## src/rtl/arb_pkg.sv

```systemverilog
package arb_pkg;

    localparam logic [2:0] CODE_PASS  = 3'd3;
    localparam logic [2:0] CODE_FIXED = 3'd4;
    localparam logic [2:0] CODE_ROUND = 3'd5;
    localparam logic [2:0] CODE_IDLE  = 3'd7;

    typedef struct packed {
        logic pass;
        logic fixed;
        logic round;
    } mode_sel_t;

    typedef struct packed {
        logic [2:0] code;
        logic       locked;
    } latch_st_t;

    function automatic mode_sel_t decode_mode(input logic [2:0] code);
        mode_sel_t s;
        s.pass  = (code == CODE_PASS);
        s.fixed = (code == CODE_FIXED);
        s.round = (code == CODE_ROUND);
        return s;
    endfunction

endpackage

```

## src/rtl/arb_mode_latch.sv

```systemverilog
module arb_mode_latch
    import arb_pkg::*;
(
    input  logic       clk,
    input  logic       rst_n,
    input  logic [2:0] mode_cfg,
    output mode_sel_t  sel
);

    latch_st_t st_d, st_q;

    always_comb begin
        st_d = st_q;
        if (!st_q.locked) begin
            st_d.code   = mode_cfg;
            st_d.locked = 1'b1;
        end
    end

    always_ff @(posedge clk or negedge rst_n) begin
        if (!rst_n) begin
            st_q.code   <= CODE_IDLE;
            st_q.locked <= 1'b0;
        end else begin
            st_q <= st_d;
        end
    end

    assign sel = decode_mode(st_q.code);

endmodule

```

## src/rtl/arb_pick.sv

```systemverilog
module arb_pick #(
    parameter int NA   = 7,
    parameter int IDXW = $clog2(NA)
) (
    input  logic [NA-1:0]   req,
    input  logic [IDXW-1:0] base,
    input  logic            round,
    output logic            found,
    output logic [IDXW-1:0] idx
);

    localparam logic [IDXW:0] NA_W = (IDXW+1)'(NA);

    logic [IDXW:0] pos;

    always_comb begin
        found = 1'b0;
        idx   = '0;
        pos   = '0;
        for (int k = 0; k < NA; k++) begin
            if (round) begin
                pos = {1'b0, base} + (IDXW+1)'(k + 1);
                if (pos >= NA_W) begin
                    pos = pos - NA_W;
                end
            end else begin
                pos = (IDXW+1)'(k);
            end
            if (!found && req[pos[IDXW-1:0]]) begin
                found = 1'b1;
                idx   = pos[IDXW-1:0];
            end
        end
    end

endmodule

```

## src/rtl/arb_core.sv

```systemverilog
module arb_core
    import arb_pkg::*;
#(
    parameter int NA   = 7,
    parameter int IDXW = $clog2(NA)
) (
    input  logic            clk,
    input  logic            rst_n,
    input  mode_sel_t       sel,
    input  logic [NA-1:0]   req_raw,
    input  logic            idle_raw,
    output logic [NA-1:0]   req_q,
    output logic            idle_q,
    output logic [NA-1:0]   gnt_q
);

    typedef struct packed {
        logic [NA-1:0]   req;
        logic            idle;
        logic [NA-1:0]   gnt;
        logic [IDXW-1:0] owner;
        logic [IDXW-1:0] last;
    } core_st_t;

    localparam logic [NA-1:0] ONE_HOT0 = {{(NA-1){1'b0}}, 1'b1};

    core_st_t        st_d, st_q;
    logic            pick_found;
    logic [IDXW-1:0] pick_idx;
    logic            arb_on;
    logic            owner_wants;
    logic            rearb;

    arb_pick #(.NA(NA), .IDXW(IDXW)) u_pick (
        .req   (st_q.req),
        .base  (st_q.last),
        .round (sel.round),
        .found (pick_found),
        .idx   (pick_idx)
    );

    always_comb begin
        st_d        = st_q;
        st_d.req    = req_raw;
        st_d.idle   = idle_raw;
        arb_on      = sel.fixed | sel.round;
        owner_wants = st_q.req[st_q.owner];
        rearb       = st_q.idle | ~owner_wants | ~(|st_q.gnt);
        if (!arb_on) begin
            st_d.gnt   = '0;
            st_d.owner = '0;
        end else if (rearb) begin
            if (pick_found) begin
                st_d.owner = pick_idx;
                st_d.last  = pick_idx;
            end else begin
                st_d.owner = '0;
            end
            st_d.gnt = ONE_HOT0 << st_d.owner;
        end
    end

    always_ff @(posedge clk or negedge rst_n) begin
        if (!rst_n) begin
            st_q.req   <= '0;
            st_q.idle  <= 1'b1;
            st_q.gnt   <= '0;
            st_q.owner <= '0;
            st_q.last  <= IDXW'(NA - 1);
        end else begin
            st_q <= st_d;
        end
    end

    assign req_q  = st_q.req;
    assign idle_q = st_q.idle;
    assign gnt_q  = st_q.gnt;

endmodule

```

## src/rtl/bus_grant_arbiter.sv

```systemverilog
module bus_grant_arbiter
    import arb_pkg::*;
#(
    parameter int N_EXT = 6
) (
    input  logic             clk,
    input  logic             rst_n,
    input  logic [2:0]       mode_cfg,
    input  logic             own_req_n,
    output logic             own_gnt_n,
    input  logic [N_EXT-1:0] req_n_in,
    output logic [N_EXT-1:0] req_n_out,
    output logic [N_EXT-1:0] req_n_oe,
    output logic [N_EXT-1:0] gnt_n,
    input  logic             ext_gnt_n,
    input  logic             frame_n,
    input  logic             irdy_n
);

    localparam int NA   = N_EXT + 1;
    localparam int IDXW = $clog2(NA);

    mode_sel_t     sel;
    logic [NA-1:0] req_raw;
    logic [NA-1:0] req_q_vec;
    logic [NA-1:0] gnt_q_vec;
    logic          idle_q;

    arb_mode_latch u_mode (
        .clk      (clk),
        .rst_n    (rst_n),
        .mode_cfg (mode_cfg),
        .sel      (sel)
    );

    assign req_raw = {~req_n_in, ~own_req_n};

    arb_core #(.NA(NA), .IDXW(IDXW)) u_core (
        .clk      (clk),
        .rst_n    (rst_n),
        .sel      (sel),
        .req_raw  (req_raw),
        .idle_raw (frame_n & irdy_n),
        .req_q    (req_q_vec),
        .idle_q   (idle_q),
        .gnt_q    (gnt_q_vec)
    );

    always_comb begin
        req_n_out = '1;
        req_n_oe  = '0;
        gnt_n     = ~gnt_q_vec[NA-1:1];
        own_gnt_n = ~gnt_q_vec[0];
        if (sel.pass) begin
            req_n_oe     = '1;
            req_n_out[0] = own_req_n;
            gnt_n        = '1;
            own_gnt_n    = ext_gnt_n;
        end
    end

endmodule

```

## config.mk

```make
export PLATFORM = sky130hd
export DESIGN_NAME = bus_grant_arbiter
export DESIGN_NICKNAME = d
export VERILOG_FILES = /design/src/rtl/arb_pkg.sv /design/src/rtl/arb_mode_latch.sv /design/src/rtl/arb_pick.sv /design/src/rtl/arb_core.sv /design/src/rtl/bus_grant_arbiter.sv
export SDC_FILE = /design/constraint.sdc
export NUM_CORES = 1
export LEC_CHECK = 0
export BUFFER_PORTS_ARGS = -buffer_cell sky130_fd_sc_hd__buf_2
export CAP_MARGIN = 20
export CORE_MARGIN = 4
export CORE_UTILIZATION = 50
export CTS_BUF_LIST = sky130_fd_sc_hd__clkbuf_4
export DETAILED_ROUTE_END_ITERATION = 8
export GPL_TIMING_DRIVEN = 0
export PLACE_DENSITY = 0.7
export SLEW_MARGIN = 20
export SYNTH_ARGS = -nofsm -noshare
export SYNTH_HDL_FRONTEND = slang
export SYNTH_SLANG_ARGS = --single-unit
export TNS_END_PERCENT = 30
```

## constraint.sdc

```tcl
create_clock -name clk -period 4.04 [get_ports clk]
set_input_delay 0.606 -clock clk [delete_from_list [all_inputs] [get_ports clk]]
set_output_delay 0.606 -clock clk [all_outputs]
set_load 0.02 [all_outputs]
```

## After elaboration in Yosys (flattened, before gate mapping)

Cells that the tools add are included.

| storage, ports and cells | value |
|---|---|
| output and inout bits | 19 |
| register bits after elaboration | 25 |

| cells by class | value |
|---|---|
| multiplexer cells | 54 |
| bitwise operators | 10 |
| magnitude comparators | 15 |
| shift-type cells | 1 |
| reductions and logical operators | 14 |
| add/subtract/negate cells | 14 |
| equality and inequality tests | 4 |

Operators by type and width:

| kind | count |
|---|---|
| two-way mux 3 bit | 25 |
| less-than comparator 3 x 4 -> 1 bit, second input constant | 8 |
| greater-or-equal comparator 4 x 3 -> 1 bit, second input constant | 7 |
| binary-select mux 1 bit (select 3 bit) | 8 |
| subtractor 3 bit, second input constant | 7 |
| two-way mux 1 bit | 17 |
| adder 3 x 3 -> 4 bit, second input constant | 4 |
| two-way mux 13 bit | 1 |
| two-way mux 6 bit | 2 |
| NOT 6 bit | 2 |
| two-way mux 10 bit | 1 |
| adder 3 x 2 -> 4 bit, second input constant | 2 |
| OR reduction 7 bit | 1 |
| left shift 1 x 3 -> 7 bit, first input constant | 1 |
| == test 3 bit, second input constant | 2 |
| logical AND 1 bit | 6 |
| logical NOT 1 bit | 6 |
| adder 3 x 1 -> 4 bit, second input constant | 1 |
| NOT 1 bit | 4 |
| == test 3 x 2 -> 1 bit, second input constant | 1 |
| OR 1 bit | 3 |
| AND reduction 3 bit | 1 |
| inequality test 2 bit, second input constant | 1 |
| AND 1 bit | 1 |

## Depth between registers and ports, before layout

| logic depth | value |
|---|---|
| depth after elaboration | 31 |
| depth in mapped cells | 14 |

## By module

Synthesis repeated with hierarchy kept, for this count alone.

| second synthesis, totals | value |
|---|---|
| cell total of the unflattened synthesis | 372 |
| area, all modules | 3069.2 µm² |

Modules (own cells, without submodules):

| module | cells each | area each (µm²) | instances |
|---|---|---|---|
| arb_pick | 244 | 1712.9 | 1 |
| arb_core | 89 | 1028.5 | 1 |
| arb_mode_latch | 11 | 166.4 | 1 |
| bus_grant_arbiter | 28 | 161.4 | 1 |

## Worst setup path before layout

Ideal clock, no wire load.

| timing path | value |
|---|---|
| path kind | reg-to-reg |
| from | reg u_core.st_q[1] (netlist name) |
| to | reg u_core.st_q, in the netlist u_core.gnt_q[0] |
| path slack | 0.468 ns |
| stages on the path, launching flop included | 14 |
| buffers on the path | 0 |
| arrival | 3.477 ns |
| required time | 3.945 ns |
| cells stage by stage | dfstp_2 > inv_1 > ha_1 > inv_1 > fa_1 > nor2b_1 > or3_1 > a21oi_1 > o2111ai_1 > and2_1 > and4_4 > a41oi_2 > or4b_4 > o31ai_1 |

| on the way | value |
|---|---|
| cells in the longest elaborated chain, start to end | 31 |
| elaborated cells on any way between the ends | 81 |

Ends and longest elaborated chain:

| what | line | source |
|---|---|---|
| from (decl) | arb_core.sv:27 | `core_st_t st_d, st_q;` |
| from (signal assigned) | arb_core.sv:71 | `st_q <= st_d;` |
| adder 3 x 1 -> 4 bit | arb_pick.sv:22 | `pos = {1'b0, base} + (IDXW+1)'(k + 1);` |
| greater-or-equal comparator 4 x 3 -> 1 bit / subtractor 3 bit (equally long branches) | arb_pick.sv:23, arb_pick.sv:24 |  |
| two-way mux 3 bit | arb_pick.sv:23 | `if (pos >= NA_W) begin` |
| two-way mux 3 bit | arb_pick.sv:21 | `if (round) begin` |
| binary-select mux 1 bit (select 3 bit) | arb_pick.sv:29 | `if (!found && req[pos[IDXW-1:0]]) begin` |
| two-way mux 1 bit (not written as such) | arb_pick.sv:29 |  |
| two-way mux 1 bit | arb_pick.sv:29 |  |
| logical NOT 1 bit | arb_pick.sv:29 |  |
| [... 15 more ...] | -- |  |
| logical AND 1 bit | arb_pick.sv:29 |  |
| two-way mux 3 bit / two-way mux 1 bit (equally long branches) | arb_pick.sv:29 |  |
| two-way mux 3 bit * | arb_core.sv:53 | `if (pick_found) begin` |
| two-way mux 3 bit * | arb_core.sv:52 | `end else if (rearb) begin` |
| two-way mux 3 bit * | arb_core.sv:49 | `if (!arb_on) begin` |
| left shift 1 x 3 -> 7 bit * | arb_core.sv:59 | `st_d.gnt = ONE_HOT0 << st_d.owner;` |
| two-way mux 13 bit * | arb_core.sv:52 |  |
| two-way mux 10 bit * | arb_core.sv:49 |  |

Every way passes the cells marked *; elsewhere a longest branch is shown, timed or not. The select of a mux whose other input is x is not followed.
A chain may end at the register's enable or synchronous reset.

## Final worst setup path

| timing path | value |
|---|---|
| from | reg u_core.st_q[2] (netlist name) |
| to | reg u_core.st_q, in the netlist u_core.gnt_q[2] |

The elaborated chain is that of the path after synthesis.

==> flow_metrics.env <==
export IMPL_postCtsHoldBufs=0
export IMPL_reg2regPathDepth=12
export IMPL_ios=34
export IMPL_row_count=27
export IMPL_core_area_sq_um=5540
export IMPL_fin_skew_ns=0.0153
export IMPL_synth_cells=352
export IMPL_h_tree_depth=1
export IMPL_final_util=0.588
export IMPL_cts_made_buffers=3
export IMPL_path_cells="buf_4, inv_1, fa_2, nor2b_1, o21ai_0, a21oi_1, o2111ai_2, and2_1, and4_4, a41oi_2, or4b_4, o31ai_1"
export IMPL_yosysWarnings=0
export IMPL_numClockSinks=25
export IMPL_synth_edff_count=0
export IMPL_drc=0
export IMPL_crit_path_max_incr_delay_ns=0.68
export IMPL_n_fill_cell=519
export IMPL_diodes=0
export IMPL_dieHeight_um=83.8
export IMPL_peakVddDrop_v=0.000463
export IMPL_track_usage=0.229
export IMPL_cp_end_kind="flop"
export IMPL_fin_crit_ns=3.84
export IMPL_place_inst=457
export IMPL_syn2layout_area_growth_pct=13.4
export IMPL_slew_viol_final=0
export IMPL_grt_setup_unrepaired="true"
export IMPL_initial_core_util=0.518
export IMPL_worstSetupPathType="flop to flop"
export IMPL_critPathMaxFanout=9
export IMPL_drive_gt1_frac=0.265
export IMPL_clk_latency_ns=0.32
export IMPL_antenna_left=0
export IMPL_arrival_ns=4.08
export IMPL_avgViaCountPerCell=6.26
export IMPL_crit_required_ns=4.28
export IMPL_grt_antenna_before_repair=0
export IMPL_cts_tree="yes"
export IMPL_finalNonFillerCells=465
export IMPL_dieWidth_um=83.8
export IMPL_routed_wl_um=8200
export IMPL_yosys_register_bits=25
export IMPL_fmax_mhz=261
export IMPL_synth_top_cell_by_area="dfrtp_1"
export IMPL_synthArstFlopShare=1.00
export IMPL_power_density_nw_per_um2=785
export IMPL_ys_types=77
export IMPL_start_kind="flop"
export IMPL_die_area_sq_um=7020
export IMPL_firstDrtPassIters=5
export IMPL_p_leak_nw=1.35
export IMPL_grt_pass1_wl_um=13400
export IMPL_final_nets=422
export IMPL_setup_viol=0
export IMPL_cts_buffer_depth=2
export IMPL_io_buffers=28
export IMPL_ys_seq_area_frac=0.221
export IMPL_ys_flop_type="dfrtp_1"
export IMPL_most_common_layout_cells="nand2_1 (46), buf_2 (33), inv_1 (19)"
export IMPL_hold_path_class="input pin to async pin"
export IMPL_clkTransAtPathRegs_ns=0.14
export IMPL_final_common_cell="nand2_1"
export IMPL_wire_per_inst_um=17.6
export IMPL_hold_viol=0
export IMPL_dp_hpwl_um=6120
export IMPL_critPathSlowestCell="fa_2"
export IMPL_vias=2910
export IMPL_slew_headroom=0.590
export IMPL_synth_area_per_cell_sq_um=8.15
export IMPL_fin_crit_sh=0.949
export IMPL_place_congestion=0.957
export IMPL_overflow=0
export IMPL_status="finished clean"
export IMPL_first_global_vias=2748
export IMPL_synthTopCellsByArea="dfrtp_1 (17%), nand2_1 (6.1%), dfstp_2 (5.5%)"
export IMPL_syn_area_sq_um=2870
export IMPL_worst_slew_pin_slew_ns=0.612
export IMPL_whs_ns=0.234
export IMPL_cts_root_buffer="clkbuf_4"
export IMPL_maxCapViolCount=0
export IMPL_drt_iter0_drc=305
export IMPL_synth_top_area_frac=0.166
export IMPL_grt_max_degree=26
## worst max-delay path, delay by kind of cell, from the launching register on
| kind | cells | cell delay (ns) |
|---|---|---|
| AO/OA/AOI/OAI | 5 | 0.92 |
| adder cells (fa/ha/maj) | 1 | 0.68 |
| buffers and inverters | 2 | 0.38 |
| flip-flops | 1 | 0.57 |
| AND/OR/NAND/NOR | 4 | 1.21 |
## Yosys cell counts, drive strengths merged (4+ instances only)
library cell,number
xnor2,11
nand3,5
dfrtp,19
nor2,14
o22ai,6
a211oi,5
o211ai,6
a21oi,18
nand2,47
ha,12
o31ai,11
nand2b,6
inv,20
dfstp,6
nor2b,4
clkbuf,7
buf,21
mux2,6
nor3,14
mux2i,14
nand4b,5
o21ai,19
nand3b,4
and2,5
## what timing repair did
| item | in CTS | in global routing |
|---|---|---|
| gates resized for setup | 2 | 15 |
| endpoints found under the setup margin | 5 | 13 |
| endpoints found under the hold margin | 0 | 0 |
| pin swaps | 0 | 4 |
| setup buffers | 0 | 5 |
## layout make-up
cell class                      count  area, sq um  area share
Sequential cell                    25          634       0.195
Inverter                           20         75.1      0.0231
Multi-Input combinational cell    284         2080       0.639
Buffer                             27          169      0.0519
Timing Repair Buffer               33          178      0.0546
Clock buffer                        3         22.5     0.00692
Tap cell                           72         90.1      0.0277
Clock inverter                      1         7.51     0.00231
## worst paths after layout
kind | startpoint | end | slack [ns]
worst max-delay path | u_core.st_q[2] | u_core.gnt_q[2] | 0.20
worst min-delay path | rst_n | u_core.gnt_q[2] | 0.23
worst max register to register | u_core.st_q[2] | u_core.gnt_q[2] | 0.20
worst min register to register | u_core.gnt_q[6] | u_core.gnt_q[6] | 0.53
max in group asynchronous | rst_n | u_core.st_q[0] | 3.40
min in group clk | own_req_n | u_core.req_q[0] | 0.41
## per-stage QoR
step / power, mW / setup TNS [ns] / setup slack [ns] / cell area, sq um
detailed placement: 2.28 / -0.575 / -0.134 / 3120
global route: 2.74 / -0.0610 / -0.0347 / 3260
floorplan: 1.86 / 0 / 0.468 / 2890
CTS: 2.40 / 0 / 0.0703 / 3160
finish: 2.56 / 0 / 0.205 / 3260
global placement: 2.24 / -0.0276 / -0.0202 / 3120
## power breakdown
part           leakage (nW)  switching, mW  internal [mW]
combinational          1.03           1.28          0.816
sequential            0.305         0.0519          0.300
clock                0.0139         0.0748         0.0378
## logic make-up (layout without fill, tap and decap cells)
group	count (synthesis)	in the layout	synth area share
AND/OR/NAND/NOR	122	122	0.225
other	1	6	0.00131
flip-flops	25	25	0.221
AO/OA/AOI/OAI	108	108	0.281
adder cells (fa/ha/maj)	13	13	0.0593
buffers and inverters	48	84	0.0850
multiplexers	21	21	0.0802
XOR/XNOR	14	14	0.0480
## flip-flops by register name (all words and copies together) (netlist names)
| signal | flops |
|---|---|
| u_mode.st_q | 4 |
| u_core.gnt_q | 7 |
| u_core.idle_q | 1 |
| u_core.st_q | 6 |
| u_core.req_q | 7 |
## routing by layer
metal,track usage,wire length [um],part of all wire
met2,0.383,3880,0.47
met4,0.0673,164,0.020
met1,0.314,3620,0.44
met5,0,0,0
met3,0.0227,539,0.066
Power figures use the tool's default switching activity.
